**src/rtl/gpio_pinctl_pkg.sv**
```systemverilog
package gpio_pinctl_pkg;

   // Word offsets of the register map
   localparam int unsigned OFF_DIN      = 0;
   localparam int unsigned OFF_DOUT     = 1;
   localparam int unsigned OFF_DOUT_SET = 2;
   localparam int unsigned OFF_DOUT_CLR = 3;
   localparam int unsigned OFF_DIR      = 4;
   localparam int unsigned OFF_DIR_SET  = 5;
   localparam int unsigned OFF_DIR_CLR  = 6;
   localparam int unsigned OFF_PULL_OFF = 7;
   localparam int unsigned OFF_FSEL_A   = 8;
   localparam int unsigned OFF_FSEL_B   = 9;
   localparam int unsigned OFF_LAST     = OFF_FSEL_B;

   localparam int unsigned FUNC_W = 2;

   // Write strobes for one register: full write, set alias, clear alias
   typedef struct packed {
      logic wr;
      logic set;
      logic clr;
   } wstb_t;

endpackage

```
**src/rtl/gpio_pinctl_sync.sv**
```systemverilog
module gpio_pinctl_sync #(
   parameter int unsigned W      = 32,
   parameter int unsigned STAGES = 2
) (
   input  logic         clk,
   input  logic         rst_n,
   input  logic [W-1:0] d,
   output logic [W-1:0] q
);
   if (STAGES < 2) begin : g_bad_stages
      $error("gpio_pinctl_sync: STAGES must be at least 2");
   end

   logic [W-1:0] st [STAGES];

   for (genvar s = 0; s < STAGES; s++) begin : g_stage
      if (s == 0) begin : g_first
         always_ff @(posedge clk or negedge rst_n) begin
            if (!rst_n) st[0] <= '0;
            else        st[0] <= d;
         end
      end else begin : g_next
         always_ff @(posedge clk or negedge rst_n) begin
            if (!rst_n) st[s] <= '0;
            else        st[s] <= st[s-1];
         end
      end
   end

   assign q = st[STAGES-1];
endmodule

```
**src/rtl/gpio_pinctl_bitreg.sv**
```systemverilog
module gpio_pinctl_bitreg
   import gpio_pinctl_pkg::*;
#(
   parameter int unsigned  W         = 32,
   parameter logic [W-1:0] RST_VAL   = '0,
   parameter bit           HAS_ALIAS = 1'b1
) (
   input  logic         clk,
   input  logic         rst_n,
   input  wstb_t        stb,
   input  logic [W-1:0] wdata,
   output logic [W-1:0] q
);
   logic [W-1:0] nxt;

   if (HAS_ALIAS) begin : g_alias
      always_comb begin
         nxt = q;
         if (stb.wr)       nxt = wdata;
         else if (stb.set) nxt = q | wdata;
         else if (stb.clr) nxt = q & ~wdata;
      end
   end else begin : g_plain
      logic unused_alias;
      assign unused_alias = stb.set | stb.clr;
      always_comb nxt = stb.wr ? wdata : q;
   end

   always_ff @(posedge clk or negedge rst_n) begin
      if (!rst_n) q <= RST_VAL;
      else        q <= nxt;
   end
endmodule

```
**src/rtl/gpio_pinctl_regif.sv**
```systemverilog
module gpio_pinctl_regif
   import gpio_pinctl_pkg::*;
#(
   parameter int unsigned NPINS  = 32,
   parameter int unsigned ADDR_W = 4
) (
   input  logic [ADDR_W-1:0] bus_addr,
   input  logic              bus_we,
   input  logic [NPINS-1:0]  din,
   input  logic [NPINS-1:0]  dout,
   input  logic [NPINS-1:0]  dir,
   input  logic [NPINS-1:0]  poff,
   input  logic [NPINS-1:0]  fsel_a,
   input  logic [NPINS-1:0]  fsel_b,
   output wstb_t             dout_stb,
   output wstb_t             dir_stb,
   output wstb_t             poff_stb,
   output wstb_t             fa_stb,
   output wstb_t             fb_stb,
   output logic [NPINS-1:0]  rdata
);
   localparam logic [ADDR_W-1:0] A_DIN  = ADDR_W'(OFF_DIN);
   localparam logic [ADDR_W-1:0] A_DOUT = ADDR_W'(OFF_DOUT);
   localparam logic [ADDR_W-1:0] A_DSET = ADDR_W'(OFF_DOUT_SET);
   localparam logic [ADDR_W-1:0] A_DCLR = ADDR_W'(OFF_DOUT_CLR);
   localparam logic [ADDR_W-1:0] A_DIR  = ADDR_W'(OFF_DIR);
   localparam logic [ADDR_W-1:0] A_RSET = ADDR_W'(OFF_DIR_SET);
   localparam logic [ADDR_W-1:0] A_RCLR = ADDR_W'(OFF_DIR_CLR);
   localparam logic [ADDR_W-1:0] A_POFF = ADDR_W'(OFF_PULL_OFF);
   localparam logic [ADDR_W-1:0] A_FA   = ADDR_W'(OFF_FSEL_A);
   localparam logic [ADDR_W-1:0] A_FB   = ADDR_W'(OFF_FSEL_B);

   always_comb begin
      dout_stb = '0;
      dir_stb  = '0;
      poff_stb = '0;
      fa_stb   = '0;
      fb_stb   = '0;
      if (bus_we) begin
         case (bus_addr)
            A_DOUT:  dout_stb.wr  = 1'b1;
            A_DSET:  dout_stb.set = 1'b1;
            A_DCLR:  dout_stb.clr = 1'b1;
            A_DIR:   dir_stb.wr   = 1'b1;
            A_RSET:  dir_stb.set  = 1'b1;
            A_RCLR:  dir_stb.clr  = 1'b1;
            A_POFF:  poff_stb.wr  = 1'b1;
            A_FA:    fa_stb.wr    = 1'b1;
            A_FB:    fb_stb.wr    = 1'b1;
            default: ;
         endcase
      end
   end

   always_comb begin
      case (bus_addr)
         A_DIN:   rdata = din;
         A_DOUT:  rdata = dout;
         A_DIR:   rdata = dir;
         A_POFF:  rdata = poff;
         A_FA:    rdata = fsel_a;
         A_FB:    rdata = fsel_b;
         default: rdata = '0;
      endcase
   end
endmodule

```
**src/rtl/gpio_pinctl_padmap.sv**
```systemverilog
module gpio_pinctl_padmap
   import gpio_pinctl_pkg::*;
#(
   parameter int unsigned NPINS = 32
) (
   input  logic [NPINS-1:0]        dout,
   input  logic [NPINS-1:0]        dir,
   input  logic [NPINS-1:0]        poff,
   input  logic [NPINS-1:0]        fsel_a,
   input  logic [NPINS-1:0]        fsel_b,
   output logic [NPINS-1:0]        pad_out,
   output logic [NPINS-1:0]        pad_oe,
   output logic [NPINS-1:0]        pad_pull_en,
   output logic [NPINS-1:0]        pad_pull_up,
   output logic [FUNC_W*NPINS-1:0] pad_func
);
   for (genvar i = 0; i < NPINS; i++) begin : g_pin
      assign pad_out[i]                 = dout[i];
      assign pad_oe[i]                  = dir[i];
      assign pad_pull_en[i]             = ~poff[i] & ~dir[i];
      assign pad_pull_up[i]             = dout[i];
      assign pad_func[FUNC_W*i +: FUNC_W] = {fsel_b[i], fsel_a[i]};
   end
endmodule

```
**src/rtl/gpio_pinctl_bank.sv**
```systemverilog
module gpio_pinctl_bank
   import gpio_pinctl_pkg::*;
#(
   parameter int unsigned NPINS       = 32,
   parameter int unsigned ADDR_W      = 4,
   parameter int unsigned SYNC_STAGES = 2
) (
   input  logic                    clk,
   input  logic                    rst_n,
   input  logic [ADDR_W-1:0]       bus_addr,
   input  logic                    bus_we,
   input  logic [NPINS-1:0]        bus_wdata,
   output logic [NPINS-1:0]        bus_rdata,
   input  logic [NPINS-1:0]        pad_in,
   output logic [NPINS-1:0]        pad_out,
   output logic [NPINS-1:0]        pad_oe,
   output logic [NPINS-1:0]        pad_pull_en,
   output logic [NPINS-1:0]        pad_pull_up,
   output logic [FUNC_W*NPINS-1:0] pad_func
);
   if (NPINS < 1 || NPINS > 32) begin : g_bad_npins
      $error("gpio_pinctl_bank: NPINS must be 1..32");
   end
   if ((1 << ADDR_W) <= OFF_LAST) begin : g_bad_addr
      $error("gpio_pinctl_bank: ADDR_W too small for the register map");
   end

   logic [NPINS-1:0] din, dout, dir, poff, fsel_a, fsel_b;
   wstb_t dout_stb, dir_stb, poff_stb, fa_stb, fb_stb;

   gpio_pinctl_sync #(.W(NPINS), .STAGES(SYNC_STAGES)) u_sync (
      .clk(clk), .rst_n(rst_n), .d(pad_in), .q(din));

   gpio_pinctl_regif #(.NPINS(NPINS), .ADDR_W(ADDR_W)) u_regif (
      .bus_addr(bus_addr), .bus_we(bus_we),
      .din(din), .dout(dout), .dir(dir), .poff(poff),
      .fsel_a(fsel_a), .fsel_b(fsel_b),
      .dout_stb(dout_stb), .dir_stb(dir_stb), .poff_stb(poff_stb),
      .fa_stb(fa_stb), .fb_stb(fb_stb), .rdata(bus_rdata));

   gpio_pinctl_bitreg #(.W(NPINS), .RST_VAL('0), .HAS_ALIAS(1'b1)) u_dout (
      .clk(clk), .rst_n(rst_n), .stb(dout_stb), .wdata(bus_wdata), .q(dout));
   gpio_pinctl_bitreg #(.W(NPINS), .RST_VAL('0), .HAS_ALIAS(1'b1)) u_dir (
      .clk(clk), .rst_n(rst_n), .stb(dir_stb), .wdata(bus_wdata), .q(dir));
   gpio_pinctl_bitreg #(.W(NPINS), .RST_VAL('0), .HAS_ALIAS(1'b0)) u_poff (
      .clk(clk), .rst_n(rst_n), .stb(poff_stb), .wdata(bus_wdata), .q(poff));
   gpio_pinctl_bitreg #(.W(NPINS), .RST_VAL('0), .HAS_ALIAS(1'b0)) u_fsel_a (
      .clk(clk), .rst_n(rst_n), .stb(fa_stb), .wdata(bus_wdata), .q(fsel_a));
   gpio_pinctl_bitreg #(.W(NPINS), .RST_VAL('0), .HAS_ALIAS(1'b0)) u_fsel_b (
      .clk(clk), .rst_n(rst_n), .stb(fb_stb), .wdata(bus_wdata), .q(fsel_b));

   gpio_pinctl_padmap #(.NPINS(NPINS)) u_padmap (
      .dout(dout), .dir(dir), .poff(poff), .fsel_a(fsel_a), .fsel_b(fsel_b),
      .pad_out(pad_out), .pad_oe(pad_oe), .pad_pull_en(pad_pull_en),
      .pad_pull_up(pad_pull_up), .pad_func(pad_func));
endmodule

```
**config.mk**
```make
export PLATFORM = sky130hd
export DESIGN_NAME = gpio_pinctl_bank
export DESIGN_NICKNAME = d
export VERILOG_FILES = /design/src/rtl/gpio_pinctl_pkg.sv /design/src/rtl/gpio_pinctl_sync.sv /design/src/rtl/gpio_pinctl_bitreg.sv /design/src/rtl/gpio_pinctl_regif.sv /design/src/rtl/gpio_pinctl_padmap.sv /design/src/rtl/gpio_pinctl_bank.sv
export SDC_FILE = /design/constraint.sdc
export NUM_CORES = 1
export LEC_CHECK = 0
export ABC_AREA = 1
export BUFFER_PORTS_ARGS = -buffer_cell sky130_fd_sc_hd__buf_2
export CAP_MARGIN = 20
export CELL_PAD_IN_SITES_DETAIL_PLACEMENT = 0
export CELL_PAD_IN_SITES_GLOBAL_PLACEMENT = 2
export CORE_ASPECT_RATIO = 2
export CORE_MARGIN = 2
export CORE_UTILIZATION = 26
export CTS_CLUSTER_SIZE = 12
export DETAILED_ROUTE_END_ITERATION = 7
export GPL_TIMING_DRIVEN = 0
export PLACE_DENSITY = 0.81
export SLEW_MARGIN = 20
export SYNTH_ARGS = -nofsm -noshare
export SYNTH_HDL_FRONTEND = slang
export SYNTH_SLANG_ARGS = --single-unit
```
**constraint.sdc**
```tcl
create_clock -name clk -period 1.4 [get_ports clk]
set_input_delay 0.28 -clock clk [delete_from_list [all_inputs] [get_ports clk]]
set_output_delay 0.28 -clock clk [all_outputs]
set_load 0.03 [all_outputs]
```
==> summary.md <==
| Metric | Value |
|---|---|
| Outcome | finished with violations |
| Failing checks | negative setup slack |
| PwrDens | 1434 nW/um^2 |
| Vias per inst | about 4.6 |
| Mean Syn Cell Area | around 7.7 sq um |
| Max cap viols | 0 |
| Overall Power | roughly 26 mW |
| Vias in the first global route | roughly 11k |
| H-tree depth | 1 |
| Pre-CTS WS | -1011 ps |
| Final cell count without fillers | approximately 2.4k |
| Tcrit/Tclk final | 1.235 |
| Seq pwr share | 0.326 |
| Root Driver | clkbuf_16 |
| WP data required | roughly 1100 ps |
| Synth Area in Compound Gates | 0.07847 |
| RePlAce Congestion | about 0.82 |
| Die H | 283.3 um |
| CTS tree | built |
| Sw Ratio | 0.3737 |
| Most frequent cells in the layout | nand2_1, buf_6, dfrtp_1 |
| Hold WC Path Type | primary input to register |
| CP Capture Type | primary output |
| VDD IR max | 0.8709 mV |
| Comb power frac | 0.437 |
| Via count | between 10k and 15k |
| Final setup violation count | about 190 |
| Routed Antenna Nets | 0 |
| # rows | 102 |
| Startpoint Class | primary input |
| CTS Buf Count | 24 |
| Die Wd | roughly 140 um |
| Post-synthesis mux area share | 0 |
| Largest family of logic cells by synthesized area | simple AND/OR/NAND/NOR gates |
| Core area | roughly 39000 sq um |
| IO Port Bufs | approximately 290 |
| CP Data Arrival Time | between 1000 and 1500 ps |
| Final Max Tran Viols | 0 |
| Clock power share | 0.237 |
| Post-Syn Nets | 1383 |
| XOR/XNOR share of the synthesized area | 0 |
| Clock slew at reported path FFs | roughly 60 ps |
| Grt total ovfl | 0 |
| Initial antenna violation count | 4 |
| Fill count | about 3.8k |
| Register area share after synthesis | 0.5527 |
| Share of layout cells above drive strength 1 | 0.4364 |
| I/O pin cnt | just under 300 |
| Worst stage delay on the critical path | between 150 and 200 ps |
| Critical Path, Cell by Cell | buf_6, inv_6, nand2_4, nor2_4, buf_12, buf_12, nand2_1, nand2_1, nor2_2, nand2_2, buf_6 |
| Slowest stage cell, crit path | nor2_4 |
| RSZ-0062 raised after global routing | true |
| Worst Max-Slew Pin Slew | between 800 and 900 ps |
| Fin util | 0.4717 |
| Post-route setup slack | -328.6 ps |
| Nets@finish | between 1.5k and 2k |
| Max Root-Sink Buffers | 3 |
| Post-Synth Simple-Gate Area | 0.2798 |
| Fmax | 578.5 MHz |
| Fin crit period | ~1700 ps |
| Internal | approximately 16 mW |
| #FFs+latches synth | roughly 220 |
| Ys Warns | 0 |
| Cells after Synth | around 1.3k |
| Area Overhead vs Synth | 79.28% |
| Hold Worst Slack | ~24 ps |
| Final hold viol count | 0 |
| Tot GR Track Use | 0.2491 |
| DRC viols | 0 |
| Synth cell types | 17 |
| Clock skew | 5.730 ps |
| Netlist Area Pre-Place | about 10000 sq um |
| Leading cell type in the layout, fill and taps excluded | nand2_1 |
| Max-slew headroom | 0.4303 |
| Skew-Pair Late Insertion Delay | 540 ps |
| Area share of fa/ha/maj cells after synthesis | 0 |
| P_leak | 9.266 nW |
| Setup CP Type | primary input to primary output |
| Placed Cells incl. Taps | 2127 |
| DR WL/cell | 21.61 um |
| Initial drt markers | approximately 460 |
| Total length of routed wires | around 52000 um |
| Crit path max fanout | 5 |
| Die area | between 40000 and 50000 sq um |
| Clock sinks | 224 |
| Psw | 9.740 mW |
| Drt first pass iters | 5 |
| Global-route wire length before repair | roughly 73000 um |
| Largest net degree at the start of global routing | 94 |
| Post-DP HPWL | 33210 um |
| Initial Util | 0.2631 |
-- power groups by stage --
stage / combinational, mW / clock [mW] / sequential, mW
final: 11.4 / 6.18 / 8.48
after global routing: 12.0 / 6.50 / 8.58
after CTS: 10.2 / 6.31 / 8.49
after detailed placement: 6.48 / 0 / 8.76
after global placement: 6.40 / 0 / 8.73
after floorplan: 2.73 / 0 / 9.87
-- cells in the mapped netlist, drive strengths merged --
cell    instances  share of area
o21ai         159          0.078
inv           104          0.038
dfrtp         224           0.55
nor3b           1        0.00074
nor2          228          0.087
nand3          38          0.019
clkbuf         33          0.012
buf            60          0.038
nand2         464           0.17
nor3            1        0.00099
-- worst max-delay path: cells and delay by family --
family | cells | cell delay (ps)
buffers and inverters | 5 | 650
AND/OR/NAND/NOR | 6 | 510
-- path summary, 6_finish.rpt --
| kind | startpoint | end | slack (ps) | cells after the start |
|---|---|---|---|---|
| worst max-delay path | bus_addr[1] | bus_rdata[11] | -330 | 11 |
| worst min-delay path | bus_wdata[26] | register | 20 | 3 |
| worst max register to register | u_fsel_a.q[6] | u_fsel_a.q[6] | 360 | 5 |
| worst min register to register | u_sync.st[38] | u_sync.q[6] | 350 | 0 |
| max in group asynchronous | rst_n | async pin | 270 | 3 |
| min in group asynchronous | rst_n | u_sync.st[61] | 240 | 2 |
-- routing by layer --
layer,GRT usage,vias up,routed length (um)
li1,-,5120,-
met1,0.2640,5440,18270
met2,0.4638,370,28560
met3,0.02941,117,2259
met4,0.1407,2,2952
met5,0,-,7
-- cells by family after synthesis --
logic type | Yosys count
buffers and inverters | 197
flip-flops | 224
AND/OR/NAND/NOR | 732
AO/OA/AOI/OAI | 159
-- layout make-up --
| type | instances | area, sq um | share of cell area |
|---|---|---|---|
| Antenna cell | 3 | 7.507 | 0.0004129 |
| Multi-Input combinational cell | 891 | 4360 | 0.2398 |
| Clock buffer | 39 | 698.2 | 0.03840 |
| Clock inverter | 4 | 20.02 | 0.001101 |
| Tap cell | 520 | 650.6 | 0.03579 |
| Sequential cell | 224 | 5629 | 0.3096 |
| Inverter | 104 | 407.9 | 0.02243 |
| Timing Repair Buffer | 532 | 5488 | 0.3018 |
| Buffer | 92 | 919.6 | 0.05058 |
-- per-stage QoR --
stage	area, sq um	setup TNS [ps]
floorplan	10260	-127.0
global placement	12380	-1029730
detailed placement	12440	-117880
CTS	16930	-31490
global route	18180	-35530
finish	18180	-28920
-- repair_timing --
action,in CTS,in global routing
setup buffers,129,82
resized for setup,700,227
hold endpoints to repair,107,0
setup endpoints to repair,303,331
pin swaps,103,78
gates cloned,7,4
hold buffers,33,0
(Power assumes the default switching activity.)
